<file path="src/rtl/card_bus_pkg.sv">
package card_bus_pkg;
  typedef enum logic [2:0] {
    ST_IDLE,
    ST_SETUP,
    ST_LOW,
    ST_HIGH,
    ST_WAIT,
    ST_HOLD
  } cb_state_e;
endpackage

</file>
<file path="src/rtl/cb_ack_sync.sv">
module cb_ack_sync (
  input  logic clk_i,
  input  logic rst_ni,
  input  logic ack_ni,
  output logic fall_o
);
  logic s1_q, s2_q, s3_q;

  always_ff @(posedge clk_i or negedge rst_ni) begin
    if (!rst_ni) begin
      s1_q <= 1'b1;
      s2_q <= 1'b1;
      s3_q <= 1'b1;
    end else begin
      s1_q <= ack_ni;
      s2_q <= s1_q;
      s3_q <= s2_q;
    end
  end

  assign fall_o = s3_q & ~s2_q;

  // an edge is reported for one cycle only
  a_r8_single_edge: assert property (@(posedge clk_i) disable iff (!rst_ni)
    fall_o |=> !fall_o);
endmodule

</file>
<file path="src/rtl/cb_timer.sv">
module cb_timer #(
  parameter int CNT_W = 20
) (
  input  logic             clk_i,
  input  logic             rst_ni,
  input  logic             load_i,
  input  logic [CNT_W-1:0] val_i,
  output logic             done_o
);
  logic [CNT_W-1:0] cnt_q;

  always_ff @(posedge clk_i or negedge rst_ni) begin
    if (!rst_ni)            cnt_q <= '0;
    else if (load_i)        cnt_q <= val_i;
    else if (cnt_q != '0)   cnt_q <= cnt_q - {{(CNT_W-1){1'b0}}, 1'b1};
  end

  assign done_o = (cnt_q == '0);

  // a loaded nonzero count is not done on the next cycle
  a_r3_load_pending: assert property (@(posedge clk_i) disable iff (!rst_ni)
    (load_i && val_i != '0) |=> !done_o);
endmodule

</file>
<file path="src/rtl/cb_shift.sv">
module cb_shift #(
  parameter int BYTE_W = 8
) (
  input  logic              clk_i,
  input  logic              rst_ni,
  input  logic              load_i,
  input  logic [BYTE_W-1:0] byte_i,
  input  logic              shift_i,
  input  logic              sample_i,
  input  logic              sdi_i,
  output logic              sdo_o,
  output logic [BYTE_W-1:0] rx_o
);
  logic [BYTE_W-1:0] tx_q, rx_q;

  always_ff @(posedge clk_i or negedge rst_ni) begin
    if (!rst_ni) begin
      tx_q <= '1;
      rx_q <= '0;
    end else begin
      if (load_i)       tx_q <= byte_i;
      else if (shift_i) tx_q <= {1'b1, tx_q[BYTE_W-1:1]};
      if (sample_i)     rx_q <= {sdi_i, rx_q[BYTE_W-1:1]};
    end
  end

  assign sdo_o = tx_q[0];
  assign rx_o  = rx_q;

  // loading and shifting are never requested together
  a_r4_load_xor_shift: assert property (@(posedge clk_i) disable iff (!rst_ni)
    !(load_i && shift_i));
endmodule

</file>
<file path="src/rtl/card_bus_host.sv">
module card_bus_host
  import card_bus_pkg::*;
#(
  parameter int CNT_W  = 20,
  parameter int BYTE_W = 8
) (
  input  logic              clk_i,
  input  logic              rst_ni,
  input  logic [CNT_W-1:0]  half_period_i,
  input  logic [CNT_W-1:0]  setup_dly_i,
  input  logic [CNT_W-1:0]  timeout_i,
  input  logic              req_valid_i,
  output logic              req_ready_o,
  input  logic [BYTE_W-1:0] req_byte_i,
  input  logic              end_i,
  output logic              rsp_valid_o,
  output logic [BYTE_W-1:0] rsp_byte_o,
  output logic              rsp_noack_o,
  output logic              card_en_no,
  output logic              card_sck_o,
  output logic              card_cmd_o,
  input  logic              card_data_i,
  input  logic              card_ack_ni
);
  localparam int BIT_W = $clog2(BYTE_W);
  localparam logic [BIT_W-1:0] LAST_BIT = BIT_W'(BYTE_W - 1);

  function automatic logic [CNT_W-1:0] dec(input logic [CNT_W-1:0] v);
    return (v == '0) ? '0 : v - {{(CNT_W-1){1'b0}}, 1'b1};
  endfunction

  cb_state_e        state_q, state_d;
  logic [BIT_W-1:0] bit_q;
  logic             ph_load, ph_done, tmo_load, tmo_done, ack_fall;
  logic [CNT_W-1:0] ph_val;
  logic             tx_load, tx_shift, rx_sample, bit_clr, bit_inc;
  logic             rsp_set, noack_set, req_fire, sdo;

  assign req_ready_o = ((state_q == ST_IDLE) || (state_q == ST_HOLD)) && !end_i;
  assign req_fire    = req_valid_i && req_ready_o;

  cb_timer #(.CNT_W(CNT_W)) u_phase (
    .clk_i, .rst_ni, .load_i(ph_load), .val_i(ph_val), .done_o(ph_done)
  );

  cb_timer #(.CNT_W(CNT_W)) u_tmo (
    .clk_i, .rst_ni, .load_i(tmo_load), .val_i(dec(timeout_i)), .done_o(tmo_done)
  );

  cb_ack_sync u_ack (
    .clk_i, .rst_ni, .ack_ni(card_ack_ni), .fall_o(ack_fall)
  );

  cb_shift #(.BYTE_W(BYTE_W)) u_shift (
    .clk_i, .rst_ni, .load_i(tx_load), .byte_i(req_byte_i), .shift_i(tx_shift),
    .sample_i(rx_sample), .sdi_i(card_data_i), .sdo_o(sdo), .rx_o(rsp_byte_o)
  );

  always_comb begin
    state_d   = state_q;
    ph_load   = 1'b0;
    ph_val    = dec(half_period_i);
    tmo_load  = 1'b0;
    tx_load   = 1'b0;
    tx_shift  = 1'b0;
    rx_sample = 1'b0;
    bit_clr   = 1'b0;
    bit_inc   = 1'b0;
    rsp_set   = 1'b0;
    noack_set = 1'b0;
    unique case (state_q)
      ST_IDLE: if (req_fire) begin
        state_d = ST_SETUP;
        ph_load = 1'b1;
        ph_val  = dec(setup_dly_i);
        tx_load = 1'b1;
        bit_clr = 1'b1;
      end
      ST_SETUP: if (ph_done) begin
        state_d = ST_LOW;
        ph_load = 1'b1;
      end
      ST_LOW: if (ph_done) begin
        rx_sample = 1'b1;
        if (bit_q == LAST_BIT) begin
          state_d  = ST_WAIT;
          tmo_load = 1'b1;
        end else begin
          state_d = ST_HIGH;
          ph_load = 1'b1;
        end
      end
      ST_HIGH: if (ph_done) begin
        state_d  = ST_LOW;
        tx_shift = 1'b1;
        bit_inc  = 1'b1;
        ph_load  = 1'b1;
      end
      ST_WAIT: begin
        if (ack_fall) begin
          state_d = ST_HOLD;
          rsp_set = 1'b1;
        end else if (tmo_done) begin
          state_d   = ST_HOLD;
          rsp_set   = 1'b1;
          noack_set = 1'b1;
        end
      end
      ST_HOLD: begin
        if (end_i) state_d = ST_IDLE;
        else if (req_valid_i) begin
          state_d = ST_LOW;
          tx_load = 1'b1;
          bit_clr = 1'b1;
          ph_load = 1'b1;
        end
      end
      default: state_d = ST_IDLE;
    endcase
  end

  always_ff @(posedge clk_i or negedge rst_ni) begin
    if (!rst_ni) begin
      state_q     <= ST_IDLE;
      bit_q       <= '0;
      rsp_valid_o <= 1'b0;
      rsp_noack_o <= 1'b0;
    end else begin
      state_q     <= state_d;
      rsp_valid_o <= rsp_set;
      if (bit_clr)      bit_q <= '0;
      else if (bit_inc) bit_q <= bit_q + 1'b1;
      if (rsp_set)      rsp_noack_o <= noack_set;
    end
  end

  assign card_en_no = (state_q == ST_IDLE);
  assign card_sck_o = (state_q != ST_LOW);
  assign card_cmd_o = (state_q == ST_LOW || state_q == ST_HIGH || state_q == ST_WAIT)
                      ? sdo : 1'b1;

  // a released select always comes with idle-high clock and command
  a_r1_idle_lines: assert property (@(posedge clk_i) disable iff (!rst_ni)
    card_en_no |-> (card_sck_o && card_cmd_o));

  // the first clock fall after select waits for the setup timer
  a_r2_setup_wait: assert property (@(posedge clk_i) disable iff (!rst_ni)
    ($fell(card_sck_o) && $past(state_q) == ST_SETUP) |-> $past(ph_done));

  // the command line is stable across every rising clock edge
  a_r4_cmd_stable_at_rise: assert property (@(posedge clk_i) disable iff (!rst_ni)
    $rose(card_sck_o) |-> $stable(card_cmd_o));

  // a good response needs a detected acknowledge edge
  a_r6_ack_gates_rsp: assert property (@(posedge clk_i) disable iff (!rst_ni)
    (rsp_valid_o && !rsp_noack_o) |-> $past(ack_fall));

  // a timed-out response needs an expired timer
  a_r7_timeout_rsp: assert property (@(posedge clk_i) disable iff (!rst_ni)
    (rsp_valid_o && rsp_noack_o) |-> $past(tmo_done));

  // end between bytes releases the select on the next edge
  a_r10_end_release: assert property (@(posedge clk_i) disable iff (!rst_ni)
    (state_q == ST_HOLD && end_i) |=> card_en_no);
endmodule

</file>
<file path="config.mk">
export PLATFORM = sky130hd
export DESIGN_NAME = card_bus_host
export DESIGN_NICKNAME = d
export VERILOG_FILES = /design/src/rtl/card_bus_pkg.sv /design/src/rtl/cb_ack_sync.sv /design/src/rtl/cb_timer.sv /design/src/rtl/cb_shift.sv /design/src/rtl/card_bus_host.sv
export SDC_FILE = /design/constraint.sdc
export NUM_CORES = 1
export LEC_CHECK = 0
export CORE_MARGIN = 5
export CORE_UTILIZATION = 30
export CTS_CLUSTER_DIAMETER = 50
export DETAILED_ROUTE_END_ITERATION = 12
export GPL_ROUTABILITY_DRIVEN = 0
export PLACE_DENSITY_LB_ADDON = 0.25
export REMOVE_ABC_BUFFERS = 1
export SYNTH_ARGS = -nofsm -noshare
export SYNTH_HDL_FRONTEND = slang
export SYNTH_SLANG_ARGS = --single-unit
</file>
<file path="constraint.sdc">
create_clock -name clk_i -period 6.7 [get_ports clk_i]
set_input_delay 1.005 -clock clk_i [delete_from_list [all_inputs] [get_ports clk_i]]
set_output_delay 1.005 -clock clk_i [all_outputs]
set_load 0.01 [all_outputs]
</file>
# ---- After elaboration in Yosys (flattened, before gate mapping)
# Cells that the tools add are included.
dict set report op_classes {
  n_reduce_logical 19
  multipliers 0
  addsub 6
  div 0
  n_eq_ne 12
  shift 0
  n_bitwise 2
  n_lt_le_gt_ge 0
  muxes 41
}
# operator n
set ops {}
lappend ops {{$mux 20} 9}
lappend ops {{$logic_not 20->1} 5}
lappend ops {{$sub 20x1->20 const B} 5}
lappend ops {{$reduce_bool 20->1} 2}
lappend ops {{$mux 3} 10}
lappend ops {{$mux 1} 17}
lappend ops {{$mux 8} 2}
lappend ops {{$pmux 3 s5} 1}
lappend ops {{$eq 3x3->1 const B} 3}
lappend ops {{$eq 3x2->1 const B} 2}
lappend ops {{$ne 3x3->1 const B} 2}
lappend ops {{$reduce_bool 2->1} 3}
lappend ops {{$reduce_and 5->1} 1}
lappend ops {{$ne 2x1->1 const B} 2}
lappend ops {{$pmux 1 s4} 1}
lappend ops {{$add 3x1->3 const B} 1}
lappend ops {{$eq 3x1->1 const B} 1}
lappend ops {{$logic_not 3->1} 1}
lappend ops {{$logic_or 1x1->1} 3}
lappend ops {{$ne 3x2->1 const B} 1}
lappend ops {{$logic_and 1x1->1} 2}
lappend ops {{$ne 2x2->1 const B} 1}
lappend ops {{$pmux 1 s2} 1}
lappend ops {{$reduce_or 2->1} 1}
lappend ops {{other kinds (3)} 3}
dict set report word_totals {
  out_inout_bits 14
  reg_bits 67
  in_bits 74
  latchBits 0
  memories 0
  elab_cells 91
  ramBits 0
  romBits 0
}

# ---- Longest topological paths before layout
# Gate-level depths: netlist of run 1.
dict set report depth {
  depth_word 7
  mapped_depth 10
  mapped_depth_nobuf 8
}

# ---- By module
# From an unflattened synthesis of run 1, not the netlist that was laid out.
dict set report hier_totals {
  cells_unflattened 611
  hier_area_um2 5281.3
}
# module seq_area_each_um2 cells_per_inst area_per_inst_um2 instances
set modules_own_cells {}
lappend modules_own_cells {card_bus_host 200.2 270 1890.6 1}
lappend modules_own_cells {{cb_timer (u_tmo)} 500.5 144 1312.5 1}
lappend modules_own_cells {{cb_timer (u_phase)} 500.5 142 1277.5 1}
lappend modules_own_cells {cb_shift 410.4 51 708.2 1}
lappend modules_own_cells {cb_ack_sync 78.8 4 92.6 1}

# ---- Worst setup path after synthesis of run 1
# No wires, ideal clock.
dict set report synth_timing {
  path_type {input to register}
  start {input port setup_dly_i[0]}
  end {register u_phase.cnt_q[15]}
  stages 8
  n_path_buf 1
  setup_slack_ps 3969
  t_required_ps 6556
  t_arrival_ps 2587
  setup_time_ps 144
  cell_sequence {inv_1 ha_1 nor4b_1 nand2_1 o21bai_1 clkbuf_1 o221a_2 a21oi_1}
}
dict set report synth_via {
  elab_chain_len 5
  word_cells_on_any_way 6
  cone_classes {1 x add/sub; 4 x mux; 1 x reduce/logical}
}
# element line
set synth_lines {}
lappend synth_lines {{start: declaration} card_bus_host.sv:10} ;# input logic [CNT_W-1:0] setup_dly_i,
lappend synth_lines {{$sub 20x1->20 or $logic_not 20->1 (tied branches)} card_bus_host.sv:29} ;# return (v == '0) ? '0 : v - {{(CNT_W-1){1'b0}}, 1'b1};
lappend synth_lines {{$mux 20 *} card_bus_host.sv:29}
lappend synth_lines {{$mux 20 *} card_bus_host.sv:72} ;# ST_IDLE: if (req_fire) begin
lappend synth_lines {{$mux 20 *} card_bus_host.sv:71} ;# unique case (state_q)
lappend synth_lines {{$mux 20 *} cb_timer.sv:14} ;# else if (load_i) cnt_q <= val_i;
lappend synth_lines {{end signal: assignment} cb_timer.sv:14}
lappend synth_lines {{end signal: assignment} cb_timer.sv:15} ;# else if (cnt_q != '0) cnt_q <= cnt_q - {{(CNT_W-1){1'b0}}, 1'b1};
lappend synth_lines {{end: declaration} cb_timer.sv:10} ;# logic [CNT_W-1:0] cnt_q;
# Mark *: on every way between the ends. The rest lies on a longest branch, timed or not.
# A chain may end at the register's enable or synchronous reset.

# ---- Worst setup path after layout of run 1
dict set report layout_timing {
  start {input port end_i}
  end {output port req_ready_o}
}
dict set report layout_via {
  elab_chain_len 2
}
# element line
set layout_lines {}
lappend layout_lines {{start: declaration} card_bus_host.sv:15} ;# input logic end_i,
lappend layout_lines {{$logic_not 1->1} card_bus_host.sv:39} ;# assign req_ready_o = ((state_q == ST_IDLE) || (state_q == ST_HOLD)) && !end_i;
lappend layout_lines {{$logic_and 1x1->1} card_bus_host.sv:39}
lappend layout_lines {{end: declaration} card_bus_host.sv:13} ;# output logic req_ready_o,
# Every way passes these cells.

==> results.py, run 1 <==
metrics = {
    "timing": {
        "fmax_mhz": 295.0,
        "finalCritPeriodShare_pct": 50.59,
        "hold_ws_ns": 0.3566,
        "fin_crit_ns": 3.390,
        "finClkSkew_ns": 0.01326,
        "rsz0062_at_grt": "no",
        "finalSetupViolCount": 0,
        "maxSlewViolCount": 0,
        "tightest_slew_ns": 1.134,
        "final_hold_viol_count": 0,
        "fin_tns_setup_ns": 0,
        "relSlewSlack_pct": 23.70,
    },
    "placement": {
        "place_inst": 852,
        "hpwlAfterDp_um": 10290,
        "port_buffers": 87,
    },
    "setup_path": {
        "cp.arrival_ns": 2.38,
        "r2r-start": "u_phase.cnt_q[14]",
        "critPathRequiredTime_ns": 5.69,
        "worst_path_max_delay_cell": "clkdlybuf4s50_1",
        "slowest_delay_ns": 0.59,
        "reg2reg_to": "u_tmo.cnt_q[18]",
        "cpMostUsedCell": "clkdlybuf4s50_1",
        "endpoint_kind": "output port",
        "rrSetupSlack_ns": 4.07,
        "critPathMaxFanout": 6,
        "r2r_cells": 7,
        "cp-start-kind": "primary input",
        "worstSetupPathType": "in -> out",
        "crit_chain": "clkdlybuf4s50_1 > nor3_1 > clkdlybuf4s50_1",
    },
    "floorplanning": {
        "fp-row-count": 46,
        "dieArea_mm2": 0.01906,
        "core_area_mm2": 0.01600,
        "initial_core_util_pct": 30.74,
        "dieWidth_um": 138.0,
        "fp.dieH_um": 138.0,
        "io_pins": 88,
    },
    "worst_hold_path": {
        "hp-start": "u_ack.s1_q",
        "min_delay_path_depth": 0,
        "hold_end": "u_ack.s2_q",
        "hp-class": "reg -> reg",
    },
    "detailed_routing": {
        "dr.pass1.iters": 4,
        "viasPerCell": 5.115,
        "avgRoutedWirePerCell_um": 15.59,
        "finalWirelength_um": 13530,
        "drc": 0,
        "final_antenna_net_count": 0,
        "drt_iter0_markers": 195,
        "num_vias": 4440,
    },
    "clock_network": {
        "cts_buffer_depth": 2,
        "ctsHoldBuffers": 0,
        "clk_pin_slew_worst_paths_ns": 0.05,
        "root_buffer": "clkbuf_16",
        "h-tree-depth": 3,
        "postCtsSetupRepairBufs": 0,
        "clkLatencyLatePin_ns": 0.33,
        "cts_buffers": 9,
        "clock-sinks": 67,
        "cts_resized": 0,
        "tritoncts": "done",
    },
    "global_routing": {
        "grt_pass1_wl_um": 22360,
        "grt_use_total_pct": 13.93,
        "overflow": 0,
        "grt_max_degree": 68,
        "antenna_found_initial": 0,
        "grt_pass1_vias": 4524,
    },
    "synth": {
        "yosysWarnings": 0,
        "ys_types": 66,
        "synth_area_per_cell_um2": 8.705,
        "synthArstFlopShare_pct": 100.0,
        "ys_seq_area_share_pct": 34.37,
        "ys_seq_elements": 67,
        "syn_inst": 565,
        "synth_area_mm2": 0.004918,
        "ys.flop_type": "dfrtp_1",
        "synth-edff-count": 0,
    },
    "power": {
        "clkPwrFrac_pct": 28.6,
        "netSwitchingPower_mw": 0.5537,
        "p_per_area_mw_per_mm2": 262.5,
        "p_leak_nw": 2.338,
        "pwr-share-comb_pct": 33.5,
        "power_frac_seq_pct": 37.8,
        "p_int_mw": 1.099,
        "power_mw": 1.653,
        "peakVddDrop_mv": 0.1367,
        "switching_share_pct": 33.50,
    },
    "job": {
        "drv_cap": 0,
    },
    "outcome": {
        "outcome": "completed",
    },
    "layout": {
        "fin_cells": 868,
        "drive_above_1_share_pct": 9.816,
        "area_growth_pct": 28.03,
        "fin_nets": 733,
        "diodes": 0,
    },
}
power by group through the flow:
stage	Sequential [mW]	Combinational, mW	Clock, mW
after floorplan	0.604	0.372	0
after global placement	0.628	0.547	0
after detailed placement	0.630	0.558	0
after CTS	0.625	0.562	0.490
after global routing	0.646	0.626	0.507
final	0.625	0.554	0.473
metrics by stage:
stage / utilization (%) / cell area, um^2 / setup slack (ns)
global route: 39.36 / 6297 / 3.192
floorplan: - / 4806 / 3.135
detailed placement: 37.49 / 5998 / 3.216
global placement: 37.49 / 5998 / 3.265
CTS: 39.36 / 6297 / 3.299
finish: 39.36 / 6297 / 3.310
Yosys cell counts (all sizes together) (3+ instances only):
cell / number / area share [%]
dfstp: 11 / 5.9
and3: 4 / 0.53
nor4b: 4 / 1.0
o31ai: 7 / 1.1
o22a: 3 / 0.53
inv: 14 / 1.1
o22ai: 25 / 3.2
nor2: 58 / 4.5
nand4b: 4 / 0.71
ha: 12 / 3.1
nand3: 14 / 1.4
o21a: 3 / 0.46
a211oi: 6 / 1.0
a21oi: 18 / 1.8
nor4: 18 / 2.5
a2bb2oi: 4 / 0.71
or4: 11 / 1.9
mux2: 9 / 2.1
o21ai: 24 / 2.5
mux2i: 10 / 2.0
a31oi: 3 / 0.38
clkbuf: 11 / 0.84
nand4: 3 / 0.38
nand3b: 3 / 0.46
nor2b: 4 / 0.51
dfrtp: 56 / 28
and2: 4 / 0.51
o21bai: 3 / 0.46
buf: 11 / 1.5
xnor2: 47 / 8.4
nor3: 35 / 4.0
nand2: 59 / 4.5
xor2: 34 / 6.1
or3: 9 / 1.2
worst max-delay path by stage:
| stage | startpoint | end | depth (start not counted) |
|---|---|---|---|
| floorplan | half_period_i[10] | u_phase.cnt_q[8] | 6 |
| detailed placement | half_period_i[0] | u_phase.cnt_q[19] | 7 |
| CTS | end_i | req_ready_o | 3 |
| global placement | half_period_i[0] | u_phase.cnt_q[19] | 7 |
| finish | end_i | req_ready_o | 3 |
| global route | end_i | req_ready_o | 3 |
layout make-up:
class | count | area (um^2)
clock buffers | 14 | 264.0
clock inverters | 2 | 35.03
fillers | 1666 | 9703
inverters | 14 | 52.55
multi-input cells | 462 | 3074
flip-flops and latches | 67 | 1690
well taps | 216 | 270.3
repair buffers | 93 | 910.9
critical path, delay by kind of cell:
kind | cells | cell delay [ns]
AND/OR/NAND/NOR | 1 | 0.28
buffers and inverters | 2 | 1.10
layer usage:
layer  share of wire, %  routed length, um  GRT usage [%]
met5                  0                  0              0
met4                1.4                190          3.432
met3                5.0                674          3.414
met2                 48               6451          22.82
met1                 46               6214          18.55
flip-flops by register name (all words and copies together), names as in the netlist:
name and count:
u_ack.s3_q 1, rsp_valid_o 1, rsp_noack_o 1, u_shift.rx_o 8, u_ack.s2_q 1, u_phase.cnt_q 20, u_ack.s1_q 1, u_shift.tx_q 8
state_q 3, bit_q 3, u_tmo.cnt_q 20
cells by family (layout without fill, tap and decap cells):
group | count (synthesis) | after routing | share of synthesized area [%]
xor+xnor | 81 | 81 | 14.42
flops | 67 | 67 | 34.37
mux | 19 | 19 | 4.096
compound gates | 110 | 110 | 14.86
simple gates | 240 | 240 | 25.85
fa+ha+maj | 12 | 12 | 3.053
buf+inv | 36 | 123 | 3.358
cell usage in the layout, fill, tap and decap left out, types with 5 or more instances in the layout:
| cell type | Yosys | final |
|---|---|---|
| a211oi_1 | 5 | 5 |
| a21oi_1 | 18 | 18 |
| buf_4 | 4 | 6 |
| clkbuf_16 | 0 | 9 |
| clkdlybuf4s50_1 | 0 | 86 |
| dfrtp_1 | 56 | 56 |
| dfstp_2 | 11 | 11 |
| ha_1 | 12 | 12 |
| inv_1 | 14 | 14 |
| mux2_2 | 9 | 9 |
| mux2i_1 | 10 | 10 |
| nand2_1 | 59 | 59 |
| nand3_1 | 14 | 14 |
| nor2_1 | 57 | 57 |
| nor3_1 | 32 | 32 |
| nor4_1 | 16 | 15 |
| o21ai_0 | 19 | 19 |
| o22ai_1 | 25 | 25 |
| o31ai_1 | 7 | 6 |
| or3_1 | 8 | 8 |
| or4_1 | 8 | 8 |
| xnor2_1 | 47 | 47 |
| xor2_1 | 34 | 34 |
(Power assumes the default switching activity.)
==> run 2, diff against run 1 <==
==> constraint.sdc (replaced) <==
create_clock -name clk_i -period 3.3 [get_ports clk_i]
set_input_delay 0.495 -clock clk_i [delete_from_list [all_inputs] [get_ports clk_i]]
set_output_delay 0.495 -clock clk_i [all_outputs]
set_load 0.01 [all_outputs]
==> run 2 against run 1 <==
Effect of this change: final cell count is 0.81% higher; clock-buffer cell count is 1 higher; sequential cell count stayed put; clock power is 97% higher; global-route usage is 0.44 points higher; sequential share of layout area is 0.25 points lower; combinational power is 110% higher; register-to-register slack worse by 3.4 ns; sequential power is 100% higher; utilization is 0.37 points higher; highest routed layer unchanged; non-clock buffer count is 7 higher; via count is 2.0% higher.
==> results.py, run 2 (same netlist as run 1, synthesis figures left out) <==
metrics = {
    "outcome": {
        "outcome": "completed",
    },
    "detailed_routing": {
        "num_vias": 4527,
        "avgRoutedWirePerCell_um": 15.70,
        "final_antenna_net_count": 0,
        "drt_iter0_markers": 236,
        "viasPerCell": 5.174,
        "dr.pass1.iters": 5,
        "finalWirelength_um": 13740,
        "drc": 0,
    },
    "clock_network": {
        "cts_resized": 0,
        "h-tree-depth": 3,
        "root_buffer": "clkbuf_16",
        "tritoncts": "done",
        "cts_buffers": 9,
        "postCtsSetupRepairBufs": 0,
        "clkLatencyLatePin_ns": 0.33,
        "clk_pin_slew_worst_paths_ns": 0.06,
        "cts_buffer_depth": 2,
        "clock-sinks": 67,
        "ctsHoldBuffers": 0,
    },
    "placement": {
        "port_buffers": 87,
        "hpwlAfterDp_um": 10720,
        "placed_area_mm2": 0.006063,
    },
    "setup_path": {
        "reg2reg_to": "u_phase.cnt_q[1]",
        "critPathMaxFanout": 14,
        "worstSetupPathType": "reg -> reg",
        "cp-start-kind": "flip-flop",
        "r2r-start": "u_phase.cnt_q[14]",
        "cp.arrival_ns": 2.84,
        "endpoint_kind": "flip-flop",
        "setup.worst_path.start": "u_phase.cnt_q[14]",
        "rrSetupSlack_ns": 0.67,
        "critPathRequiredTime_ns": 3.52,
        "r2r_cells": 6,
    },
    "timing": {
        "fin_crit_ns": 2.626,
        "tightest_slew_ns": 1.095,
        "finClkSkew_ns": 0.004765,
        "finalCritPeriodShare_pct": 79.57,
        "relSlewSlack_pct": 26.65,
        "fmax_mhz": 380.8,
        "maxSlewViolCount": 0,
        "rsz0062_at_grt": "no",
        "fin_tns_setup_ns": 0,
        "final_hold_viol_count": 0,
        "finalSetupViolCount": 0,
    },
    "layout": {
        "final_area_mm2": 0.006356,
        "fin_nets": 740,
        "layout_commonest_cell": "clkdlybuf4s50_1",
        "area_growth_pct": 29.23,
        "mostFrequentLayoutCells": "86 x clkdlybuf4s50_1, 59 x nand2_1, 57 x nor2_1, 56 x dfrtp_1, 47 x xnor2_1",
        "drive_above_1_share_pct": 10.93,
        "diodes": 0,
        "reg_top3": "u_phase.cnt_q (20), u_tmo.cnt_q (20)",
    },
    "power": {
        "p_int_mw": 2.203,
        "clkPwrFrac_pct": 28.0,
        "p_per_area_mw_per_mm2": 525.2,
        "power_frac_seq_pct": 38.0,
        "pwr-share-comb_pct": 34.1,
        "p_leak_nw": 2.377,
        "peakVddDrop_mv": 0.2713,
        "netSwitchingPower_mw": 1.135,
        "switching_share_pct": 34.00,
    },
    "floorplanning": {
        "io_pins": 88,
        "fp-row-count": 46,
        "fp.dieH_um": 138.0,
        "initial_core_util_pct": 30.74,
        "core_area_mm2": 0.01600,
        "dieArea_mm2": 0.01906,
        "dieWidth_um": 138.0,
    },
    "global_routing": {
        "grt_use_total_pct": 14.37,
        "grt_max_degree": 56,
        "grt_pass1_wl_um": 23030,
        "overflow": 0,
        "antenna_found_initial": 0,
        "grt_pass1_vias": 4567,
    },
    "job": {
        "drv_cap": 0,
    },
    "worst_hold_path": {
        "hp-class": "in -> async",
    },
}
==> run 2: cell count changes in the layout (fill, tap and decap cells not counted), sizes merged <==
| cell | previous run | this run |
|---|---|---|
| buf | 7 | 14 |
| bufinv | 1 | 0 |
| clkbuf | 14 | 15 |
==> run 2: worst max path at each step <==
stage | endpoint | slack (ns)
final | u_phase.cnt_q[1] | 0.67
after floorplan | u_phase.cnt_q[8] | 0.24
after detailed placement | u_tmo.cnt_q[10] | 0.47
after global placement | u_tmo.cnt_q[10] | 0.51
after global routing | u_phase.cnt_q[1] | 0.57
after CTS | u_phase.cnt_q[1] | 0.68
==> run 2: critical path, cell delays in order (launching register included) <==
cell and delay (ns):
dfrtp_1 0.41, or4_4 0.56, or2_4 0.27, nor3_4 0.53, and3_2 0.44, a21oi_1 0.09, a22o_1 0.22
==> run 2: power groups by stage <==
stage / combinational [mW] / clock [mW] / sequential [mW]
floorplan: 0.755 / 0 / 1.23
global placement: 1.12 / 0 / 1.27
detailed placement: 1.14 / 0 / 1.28
CTS: 1.15 / 0.967 / 1.27
global route: 1.27 / 1.01 / 1.30
finish: 1.14 / 0.934 / 1.27
==> run 2: stage by stage <==
stage	setup WS, ns	hold WS, ns	instances	power [mW]	util [%]
floorplan	0.2446	0.1994	543	1.980	-
global placement	0.5056	0.3474	859	2.394	37.89
detailed placement	0.4716	0.3490	859	2.417	37.89
CTS	0.6776	0.06176	875	3.381	39.72
global route	0.5662	0.08058	875	3.584	39.72
finish	0.6741	0.05837	875	3.338	39.72
==> run 2: routing by layer <==
layer	GRT usage (%)	vias up	part of all wire, %
met5	0	-	0
met4	2.548	0	0.79
met3	3.621	16	4.7
met2	24.82	102	50
met1	18.41	2187	45
li1	-	2222	-
==> run 2: layout make-up <==
class | instances | area, um^2
inverter | 14 | 52.55
multi-input combinational | 462 | 3074
timing repair buffer | 100 | 975.9
sequential | 67 | 1690
tap | 216 | 270.3
clock buffer | 15 | 287.8
clock inverter | 1 | 5.005
fill | 1651 | 9644
==> run 3, diff against run 2 <==
==> constraint.sdc (replaced) <==
create_clock -name clk_i -period 2.62 [get_ports clk_i]
set_input_delay 0.393 -clock clk_i [delete_from_list [all_inputs] [get_ports clk_i]]
set_output_delay 0.393 -clock clk_i [all_outputs]
set_load 0.01 [all_outputs]
==> run 3 against run 2 <==
Effect of this change: clock power increased by 19%; non-clock buffer count increased by 26; via count increased by 2.3%; power increased by 24%; critical path depth unchanged; sequential power increased by 27%; combinational power increased by 25%; sequential cell count unchanged; final area increased by 2.6%; fmax increased by 10%; critical path type unchanged.
==> results.py, run 3 (same netlist as run 1, synthesis figures left out) <==
metrics = {
    "outcome": {
        "outcome": "completed",
    },
    "detailed_routing": {
        "avgRoutedWirePerCell_um": 15.60,
        "drt_iter0_markers": 344,
        "viasPerCell": 5.141,
        "finalWirelength_um": 14060,
        "dr.pass1.iters": 5,
        "drc": 0,
        "num_vias": 4632,
        "final_antenna_net_count": 0,
    },
    "timing": {
        "hold_ws_ns": 0.03001,
        "maxSlewViolCount": 0,
        "finalSetupViolCount": 0,
        "fin_crit_ns": 2.377,
        "fmax_mhz": 420.8,
        "final_hold_viol_count": 0,
        "finClkSkew_ns": 0.007881,
        "rsz0062_at_grt": "no",
        "relSlewSlack_pct": 29.20,
        "tightest_slew_ns": 1.057,
        "finalCritPeriodShare_pct": 90.71,
        "fin_ws_ns": 0.2434,
    },
    "clock_network": {
        "cts_buffers": 9,
        "clkLatencyLatePin_ns": 0.33,
        "root_buffer": "clkbuf_16",
        "postCtsSetupRepairBufs": 0,
        "clock-sinks": 67,
        "h-tree-depth": 3,
        "ctsHoldBuffers": 0,
        "cts_buffer_depth": 2,
        "cts_resized": 0,
        "clk_pin_slew_worst_paths_ns": 0.05,
        "tritoncts": "done",
    },
    "setup_path": {
        "endpoint_kind": "flip-flop",
        "critPathMaxFanout": 9,
        "worst_path_max_delay_cell": "or4_4",
        "critPathRequiredTime_ns": 2.83,
        "rrSetupSlack_ns": 0.24,
        "cp-start-kind": "flip-flop",
        "worstSetupPathType": "reg -> reg",
        "path_buf_inv": 0,
        "critPathTopFamily": "simple AND/OR/NAND/NOR gates",
        "crit_chain": "or4_4 > and4bb_2 > nand2_1 > o21ai_2 > o221ai_1 > a22o_1",
        "slowest_delay_ns": 0.56,
        "cp.arrival_ns": 2.59,
    },
    "floorplanning": {
        "core_area_mm2": 0.01600,
        "dieWidth_um": 138.0,
        "initial_core_util_pct": 30.74,
        "dieArea_mm2": 0.01906,
        "io_pins": 88,
        "fp.dieH_um": 138.0,
        "fp-row-count": 46,
    },
    "power": {
        "peakVddDrop_mv": 0.3266,
        "p_leak_nw": 2.492,
        "p_per_area_mw_per_mm2": 637.2,
    },
    "placement": {
        "pre_cts_slack_ns": 0.003888,
        "placed_area_mm2": 0.006246,
        "hpwlAfterDp_um": 11210,
        "port_buffers": 87,
    },
    "layout": {
        "area_growth_pct": 32.56,
        "drive_above_1_share_pct": 14.16,
        "layout_commonest_cell": "clkdlybuf4s50_1",
        "layout.filler_cells": 1616,
        "reg_top3": "u_phase.cnt_q (20), u_tmo.cnt_q (20)",
        "multiInputGateArea_mm2": 0.003074,
        "diodes": 0,
        "final_area_mm2": 0.006520,
        "fin_nets": 766,
        "seqCellArea_mm2": 0.001690,
        "mostFrequentLayoutCells": "86 x clkdlybuf4s50_1, 59 x nand2_1, 57 x nor2_1, 56 x dfrtp_1, 47 x xnor2_1",
    },
    "job": {
        "drv_cap": 0,
    },
    "global_routing": {
        "grt_max_degree": 24,
        "grt_pass1_wl_um": 23320,
        "overflow": 0,
        "grt_pass1_vias": 4674,
        "antenna_found_initial": 0,
        "grt_use_total_pct": 14.61,
    },
    "worst_hold_path": {
        "hp-class": "in -> async",
    },
}
## run 3: worst paths after layout
check,from,to,depth (start not counted)
setup / recovery,u_phase.cnt_q[14],u_phase.cnt_q[1],6
hold / removal,rst_ni,u_tmo.cnt_q[15],1
setup reg to reg,u_phase.cnt_q[14],u_phase.cnt_q[1],6
hold reg to reg,u_ack.s1_q,u_ack.s2_q,0
max in group asynchronous,rst_ni,bit_q[0],2
min in group clk_i,u_ack.s1_q,u_ack.s2_q,0
## run 3: routing by layer
layer  GRT usage (%)  up-vias  part of all wire [%]
li1                -     2291                     -
met1           18.99     2213                    45
met2           24.59      111                    49
met3           3.655       17                   4.9
met4           3.328        0                   1.1
met5               0        -                     0
## run 3: per-stage QoR
| step | instances | util, % | power, mW | setup TNS, ns |
|---|---|---|---|---|
| 2_1_floorplan | 543 | - | 2.494 | -2.664 |
| 3_3_place_gp | 885 | 39.04 | 3.017 | 0 |
| 3_5_place_dp | 885 | 39.04 | 3.061 | 0 |
| 4_1_cts | 901 | 40.75 | 4.204 | 0 |
| 5_1_grt | 901 | 40.75 | 4.457 | 0 |
| 6_report | 901 | 40.75 | 4.155 | 0 |
## run 3: power by group
| group | internal [mW] | switching [mW] | leakage (nW) | total, mW |
|---|---|---|---|---|
| Combinational | 0.718 | 0.715 | 1.59 | 1.43 |
| Clock | 0.689 | 0.425 | 0.137 | 1.11 |
| Sequential | 1.33 | 0.278 | 0.769 | 1.61 |
## run 3: cell type report
class | instances | share of cell area, %
Inverter | 14 | 0.8060
Timing Repair Buffer | 126 | 17.77
Clock inverter | 2 | 0.1535
Multi-Input combinational cell | 462 | 47.15
Tap cell | 216 | 4.145
Clock buffer | 14 | 4.049
Sequential cell | 67 | 25.93
